`src/rtl/bus_reset_pkg.sv`:
```
package bus_reset_pkg;

  typedef enum logic [2:0] {
    ST_IDLE,
    ST_LOW,
    ST_SHORT_WAIT,
    ST_PRES_WAIT,
    ST_FILL
  } seqState_t;

  typedef struct packed {
    logic restartTimer;
    logic clearFlags;
    logic sampleShort;
    logic samplePresence;
  } dpStrobe_t;

endpackage

```
`src/rtl/bus_reset_ctrl.sv`:
```
module bus_reset_ctrl
  import bus_reset_pkg::*;
#(
  parameter int DUR_W       = 10,
  parameter int STD_LOW_US  = 512,
  parameter int STD_SI_US   = 8,
  parameter int STD_PDT_US  = 64,
  parameter int STD_FILL_US = 512,
  parameter int OD_LOW_US   = 64,
  parameter int OD_SI_US    = 2,
  parameter int OD_PDT_US   = 8,
  parameter int OD_FILL_US  = 64
) (
  input  logic             clk,
  input  logic             rstN,
  input  logic             startReq,
  input  logic [1:0]       speedSel,
  input  logic             segDone,
  output dpStrobe_t        strb,
  output logic [DUR_W-1:0] segLen,
  output logic             busy,
  output logic             pullLow,
  output logic             pullupEn,
  output logic             done
);

  localparam logic [DUR_W-1:0] STD_LOW  = DUR_W'(STD_LOW_US);
  localparam logic [DUR_W-1:0] STD_SI   = DUR_W'(STD_SI_US);
  localparam logic [DUR_W-1:0] STD_PDT  = DUR_W'(STD_PDT_US);
  localparam logic [DUR_W-1:0] STD_FILL = DUR_W'(STD_FILL_US);
  localparam logic [DUR_W-1:0] OD_LOW   = DUR_W'(OD_LOW_US);
  localparam logic [DUR_W-1:0] OD_SI    = DUR_W'(OD_SI_US);
  localparam logic [DUR_W-1:0] OD_PDT   = DUR_W'(OD_PDT_US);
  localparam logic [DUR_W-1:0] OD_FILL  = DUR_W'(OD_FILL_US);

  seqState_t state, stateNext;
  logic      odLatched;
  logic      doneNext;

  // Next-state logic and strobes sent to the datapath
  always_comb begin
    stateNext = state;
    strb      = '0;
    doneNext  = 1'b0;
    unique case (state)
      ST_IDLE: if (startReq) begin
        stateNext         = ST_LOW;
        strb.restartTimer = 1'b1;
        strb.clearFlags   = 1'b1;
      end
      ST_LOW: if (segDone) begin
        stateNext         = ST_SHORT_WAIT;
        strb.restartTimer = 1'b1;
      end
      ST_SHORT_WAIT: if (segDone) begin
        stateNext         = ST_PRES_WAIT;
        strb.restartTimer = 1'b1;
        strb.sampleShort  = 1'b1;
      end
      ST_PRES_WAIT: if (segDone) begin
        stateNext           = ST_FILL;
        strb.restartTimer   = 1'b1;
        strb.samplePresence = 1'b1;
      end
      ST_FILL: if (segDone) begin
        stateNext = ST_IDLE;
        doneNext  = 1'b1;
      end
      default: stateNext = ST_IDLE;
    endcase
  end

  // Length of the running segment, picked by the captured speed mode
  always_comb begin
    unique case (state)
      ST_SHORT_WAIT: segLen = odLatched ? OD_SI   : STD_SI;
      ST_PRES_WAIT:  segLen = odLatched ? OD_PDT  : STD_PDT;
      ST_FILL:       segLen = odLatched ? OD_FILL : STD_FILL;
      default:       segLen = odLatched ? OD_LOW  : STD_LOW;
    endcase
  end

  always_ff @(posedge clk) begin
    if (!rstN) begin
      state     <= ST_IDLE;
      odLatched <= 1'b0;
      done      <= 1'b0;
    end else begin
      state <= stateNext;
      done  <= doneNext;
      if (state == ST_IDLE && startReq) odLatched <= speedSel[1];
    end
  end

  assign busy     = (state != ST_IDLE);
  assign pullLow  = (state == ST_LOW);
  assign pullupEn = busy && !pullLow;

  assert_done_single_R7: assert property (@(posedge clk) disable iff (!rstN)
    done |=> !done);
  assert_done_idle_R7: assert property (@(posedge clk) disable iff (!rstN)
    done |-> !busy);
  assert_drive_exclusive_R4: assert property (@(posedge clk) disable iff (!rstN)
    !(pullLow && pullupEn));
  assert_release_to_pullup_R4: assert property (@(posedge clk) disable iff (!rstN)
    $fell(pullLow) |-> pullupEn);
  assert_speed_locked_R10: assert property (@(posedge clk) disable iff (!rstN)
    busy |=> $stable(odLatched));
  assert_busy_start_ignored_R8: assert property (@(posedge clk) disable iff (!rstN)
    (busy && !pullLow && startReq) |=> !pullLow);

endmodule

```
`src/rtl/bus_reset_dp.sv`:
```
module bus_reset_dp
  import bus_reset_pkg::*;
#(
  parameter int CLK_PER_US  = 200,
  parameter int DUR_W       = 10,
  parameter int SYNC_STAGES = 2
) (
  input  logic             clk,
  input  logic             rstN,
  input  dpStrobe_t        strb,
  input  logic [DUR_W-1:0] segLen,
  input  logic             busIn,
  output logic             segDone,
  output logic             shortFlag,
  output logic             presenceFlag
);

  localparam int PRESC_W = (CLK_PER_US > 1) ? $clog2(CLK_PER_US) : 1;
  localparam logic [PRESC_W-1:0] PRESC_MAX = PRESC_W'(CLK_PER_US - 1);

  logic [PRESC_W-1:0] prescCnt;
  logic [DUR_W-1:0]   tickCnt;
  logic               usTick;
  logic               busSync;

  // Line synchronizer, depth set by parameter
  logic [SYNC_STAGES-1:0] syncReg;
  generate
    for (genvar i = 0; i < SYNC_STAGES; i++) begin : g_sync
      if (i == 0) begin : g_first
        always_ff @(posedge clk) begin
          if (!rstN) syncReg[0] <= 1'b1;
          else       syncReg[0] <= busIn;
        end
      end else begin : g_next
        always_ff @(posedge clk) begin
          if (!rstN) syncReg[i] <= 1'b1;
          else       syncReg[i] <= syncReg[i-1];
        end
      end
    end
  endgenerate
  assign busSync = syncReg[SYNC_STAGES-1];

  // Microsecond prescaler
  assign usTick = (prescCnt == PRESC_MAX);
  always_ff @(posedge clk) begin
    if (!rstN || strb.restartTimer) prescCnt <= '0;
    else if (usTick)                prescCnt <= '0;
    else                            prescCnt <= prescCnt + 1'b1;
  end

  // Segment tick counter
  assign segDone = usTick && (tickCnt == segLen - 1'b1);
  always_ff @(posedge clk) begin
    if (!rstN || strb.restartTimer) tickCnt <= '0;
    else if (segDone)               tickCnt <= '0;
    else if (usTick)                tickCnt <= tickCnt + 1'b1;
  end

  // Result flags
  always_ff @(posedge clk) begin
    if (!rstN || strb.clearFlags) begin
      shortFlag    <= 1'b0;
      presenceFlag <= 1'b0;
    end else begin
      if (strb.sampleShort)    shortFlag    <= !busSync;
      if (strb.samplePresence) presenceFlag <= !busSync;
    end
  end

  assert_tick_bound_R2: assert property (@(posedge clk) disable iff (!rstN)
    tickCnt < segLen);
  assert_short_hold_R9: assert property (@(posedge clk) disable iff (!rstN)
    !(strb.clearFlags || strb.sampleShort) |=> $stable(shortFlag));
  assert_presence_hold_R9: assert property (@(posedge clk) disable iff (!rstN)
    !(strb.clearFlags || strb.samplePresence) |=> $stable(presenceFlag));
  assert_flags_cleared_R9: assert property (@(posedge clk) disable iff (!rstN)
    strb.clearFlags |=> (!shortFlag && !presenceFlag));

endmodule

```
`src/rtl/bus_reset_seq.sv`:
```
module bus_reset_seq
  import bus_reset_pkg::*;
#(
  parameter int CLK_PER_US  = 200,
  parameter int DUR_W       = 10,
  parameter int SYNC_STAGES = 2,
  parameter int STD_LOW_US  = 512,
  parameter int STD_SI_US   = 8,
  parameter int STD_PDT_US  = 64,
  parameter int STD_FILL_US = 512,
  parameter int OD_LOW_US   = 64,
  parameter int OD_SI_US    = 2,
  parameter int OD_PDT_US   = 8,
  parameter int OD_FILL_US  = 64
) (
  input  logic       clk,
  input  logic       rstN,
  input  logic       startReq,
  input  logic [1:0] speedSel,
  input  logic       busIn,
  output logic       pullLow,
  output logic       pullupEn,
  output logic       busy,
  output logic       done,
  output logic       shortFlag,
  output logic       presenceFlag
);

  dpStrobe_t        strb;
  logic [DUR_W-1:0] segLen;
  logic             segDone;

  bus_reset_ctrl #(
    .DUR_W(DUR_W),
    .STD_LOW_US(STD_LOW_US), .STD_SI_US(STD_SI_US),
    .STD_PDT_US(STD_PDT_US), .STD_FILL_US(STD_FILL_US),
    .OD_LOW_US(OD_LOW_US),   .OD_SI_US(OD_SI_US),
    .OD_PDT_US(OD_PDT_US),   .OD_FILL_US(OD_FILL_US)
  ) u_ctrl (
    .clk(clk), .rstN(rstN), .startReq(startReq), .speedSel(speedSel),
    .segDone(segDone), .strb(strb), .segLen(segLen), .busy(busy),
    .pullLow(pullLow), .pullupEn(pullupEn), .done(done)
  );

  bus_reset_dp #(
    .CLK_PER_US(CLK_PER_US), .DUR_W(DUR_W), .SYNC_STAGES(SYNC_STAGES)
  ) u_dp (
    .clk(clk), .rstN(rstN), .strb(strb), .segLen(segLen), .busIn(busIn),
    .segDone(segDone), .shortFlag(shortFlag), .presenceFlag(presenceFlag)
  );

endmodule

```
`config.mk`:
```
export PLATFORM = sky130hd
export DESIGN_NAME = bus_reset_seq
export DESIGN_NICKNAME = d
export VERILOG_FILES = /design/src/rtl/bus_reset_pkg.sv /design/src/rtl/bus_reset_ctrl.sv /design/src/rtl/bus_reset_dp.sv /design/src/rtl/bus_reset_seq.sv
export SDC_FILE = /design/constraint.sdc
export NUM_CORES = 1
export LEC_CHECK = 0
export BUFFER_PORTS_ARGS = -buffer_cell sky130_fd_sc_hd__buf_2
export CAP_MARGIN = 20
export CORE_ASPECT_RATIO = 0.9
export CORE_MARGIN = 2
export CORE_UTILIZATION = 60
export CTS_CLUSTER_SIZE = 10
export DETAILED_ROUTE_END_ITERATION = 10
export PLACE_DENSITY = 0.78
export SLEW_MARGIN = 20
export SYNTH_ARGS = -nofsm -noshare
export SYNTH_HDL_FRONTEND = slang
export SYNTH_SLANG_ARGS = --single-unit
```
`constraint.sdc`:
```
create_clock -name clk -period 4.7 [get_ports clk]
set_clock_uncertainty 0.15 [all_clocks]
set_input_delay 1.175 -clock clk [delete_from_list [all_inputs] [get_ports clk]]
set_output_delay 1.175 -clock clk [all_outputs]
set_load 0.005 [all_outputs]
```
==> results.md <==
- Worst Setup Start Kind: flip-flop
- Synthesized instance count: 150
- Row count: 16
- Peak fanout along the critical path: 11
- DRT iter0 DRCs: 31
- Mapped Nets: 160
- Final Routed Wirelength: 2.470 mm
- Final setup viols: 0
- Pleak: 0.5454 nW
- Tightest Pin Transition: 0.8339 ns
- Delay of the slowest critical-path stage: 0.74 ns
- Ys async rst share: 0%
- Synthesized area: 1388 sq um
- First-pass GRT wire length: 4.202 mm
- DIE HEIGHT: 49.62 um
- Count of cell types in the netlist: 42
- Tot Pwr: 357.6 uW
- Final ANT Viol Nets: 0
- Post-CTS sizing: 0
- Max Cap Violations: 0
- CTS clk-pin slew, worst paths: 0.15 ns
- Hpwl dp: 1.776 mm
- Top FF cell, synth: dfxtp_1
- Die width: 54.69 um
- CP Cell Sequence: nor2b_1 -> nand2_1 -> mux2_2 -> ha_1 -> xnor2_1 -> a211oi_1 -> nand3_1 -> a211oi_2 -> a221oi_2
- All-Layer GR Usage: 20.71%
- Core Footprint: 2182 sq um
- Initial DRT Pass Iterations: 4
- Setup_tns: 0 ns
- I/O Pins: 12
- Dpl cells: 181
- Layout fillers: 191
- Worst vdd ir: 250.1 uV
- Total global routing overflow: 0
- Largest net degree at the start of global routing: 16
- PwrDens: 242.0 nW/um^2
- RSZ-0062 raised after global routing: false
- Vias in the first global route: 1006
- Nets: 169
- Routed vias: 1103
- Effective utilization at floorplan: 63.59%
- Final Hold Viols: 0
- WP data required: 4.76 ns
- EDFF count, synth: 0
- Sequential element share of the synthesized area: 38.95%
- Htree depth: 1
- Max_slew headroom: 44.30%
- Setup bufs post-CTS: 0
- Total CTS buffers: 3
- Type of the worst setup path: reg -> reg
- Clk Latency, worst-skew pair: 0.34 ns
- CP max-delay cell: a211oi_2
- Drt via density: 5.962
- Yosys warns: 0
- Initial antenna violation count: 0
- Status: completed
- Worst Path Buf+Inv: 0
- CTS tree: yes
- DIE AREA: 2714 sq um
- CP Data Arrival Time: 3.56 ns
- Port buffer count: 10
- GP Congestion: 0.7657
- Critical Path Sink Type: flip-flop
- Fmax: 286.0 MHz
- Layout area overhead: 6.493%
- Post-Syn Area per Cell: 9.251 sq um
- Worst hold path class: reg -> reg
- CTS Hold Buffers Added: 0
- Final period utilization: 74.39%
- Fin crit period: 3.496 ns
- Post-Route Utilization: 67.72%
- Share of layout cells above drive strength 1: 15.19%
- Flops & latches, synth: 27
- Kind of cell adding the most delay to the critical path: compound AO/OA/AOI/OAI gates
- Fin cells: 185
- DRC viols: 0
- Pins Over Slew Limit: 0
- Routed len/inst: 13.35 um
- Clock sinks: 27
- ANT cells: 0
- Root Buffer: clkbuf_4
- Maximum clock insertion buffer count: 2
==> cells by family (layout without fill, tap and decap cells) <==
family / after synthesis / after routing / share of synthesized area (%)
AOI/OAI and AO/OA: 13 / 13 / 9.648
xor gates and xnor gates: 18 / 18 / 11.36
adders and majority gates: 4 / 4 / 3.607
buffers and inverters: 10 / 18 / 3.336
DFF: 27 / 27 / 38.95
muxes: 6 / 6 / 4.509
and+or+nand+nor: 72 / 72 / 28.59
==> report_power, final <==
group / switching (mW) / leakage (nW) / internal [mW]
clock: 0.0680 / 0.0177 / 0.0320
combinational: 0.0115 / 0.309 / 0.00945
sequential: 0.00420 / 0.219 / 0.232
==> Yosys cell counts, drive strengths merged, types with 2 or more instances <==
library cell  count  area [sq um]
mux2i             4         40.04
nand4             4         25.02
buf               2         16.26
and3              4         25.02
a211oi            2         20.02
nand2             7         26.28
a2111oi           4         48.80
ha                4         50.05
xnor2             5         43.79
nand2b            6         37.54
nand3            12         60.06
nor2b             3         18.77
xor2             13         113.9
clkbuf            5         18.77
nor2             12         45.04
nor4              2         12.51
or3               2         12.51
nor3             12         65.06
inv               3         11.26
dfxtp            27         540.5
mux2              2         22.52
==> registers in the layout, indices dropped and copies added, names as in the netlist <==
signal and count:
u_dp.tickCnt 10, u_dp.presenceFlag 1, u_ctrl.odLatched 1, u_dp.busSync 1, u_dp.syncReg 1, u_dp.shortFlag 1
u_ctrl.state 3, u_dp.prescCnt 8, u_ctrl.done 1
==> layout make-up <==
| type | instances | area (sq um) | share of cell area [%] |
|---|---|---|---|
| clock buffer | 3 | 22.52 | 1.524 |
| clock inverter | 1 | 5.005 | 0.3387 |
| inverter | 3 | 11.26 | 0.7621 |
| multi-input combinational | 113 | 807.0 | 54.61 |
| sequential | 27 | 540.5 | 36.58 |
| tap | 27 | 33.78 | 2.286 |
| timing repair buffer | 11 | 57.56 | 3.895 |
==> worst paths after layout <==
kind                                       from         endpoint  slack (ns)  cells past startpoint
worst min-delay path            u_dp.syncReg[0]     u_dp.busSync        0.28                      1
worst max register to register  u_ctrl.state[1]  u_ctrl.state[0]        1.20                      9
worst max-delay path            u_ctrl.state[1]  u_ctrl.state[0]        1.20                      9
worst min register to register  u_dp.syncReg[0]     u_dp.busSync        0.28                      1
==> metrics by stage <==
step | cell area [sq um] | worst slack, ns | hold WS (ns)
2_1_floorplan | 1388 | 1.935 | 0.2363
3_3_place_gp | 1450 | 1.287 | 0.2380
3_5_place_dp | 1450 | 1.276 | 0.2464
4_1_cts | 1478 | 1.244 | 0.2801
5_1_grt | 1478 | 0.8819 | 0.2954
6_report | 1478 | 1.204 | 0.2779
==> routing by layer <==
metal	routed length [um]	vias to the layer above	GRT usage, %
met5	0	-	0
met4	25	0	6.667
met3	106	3	6.061
met2	1133	22	32.94
met1	1205	522	26.24
li1	-	556	-
==> layout by cell type (no fill, tap or decap), types with 2 or more instances in the layout <==
cell type and instances:
ha_1 4, nor3_1 11, xor2_1 13, nand4_1 4, clkbuf_4 3, dfxtp_1 27
xnor2_1 5, nor2_1 12, a2111oi_2 2, and3_1 4, nor2b_1 3, nand3_1 12
buf_2 10, mux2i_1 4, inv_1 3, nand2b_1 6, nand2_1 7, or3_1 2
(Power assumes the default switching activity.)
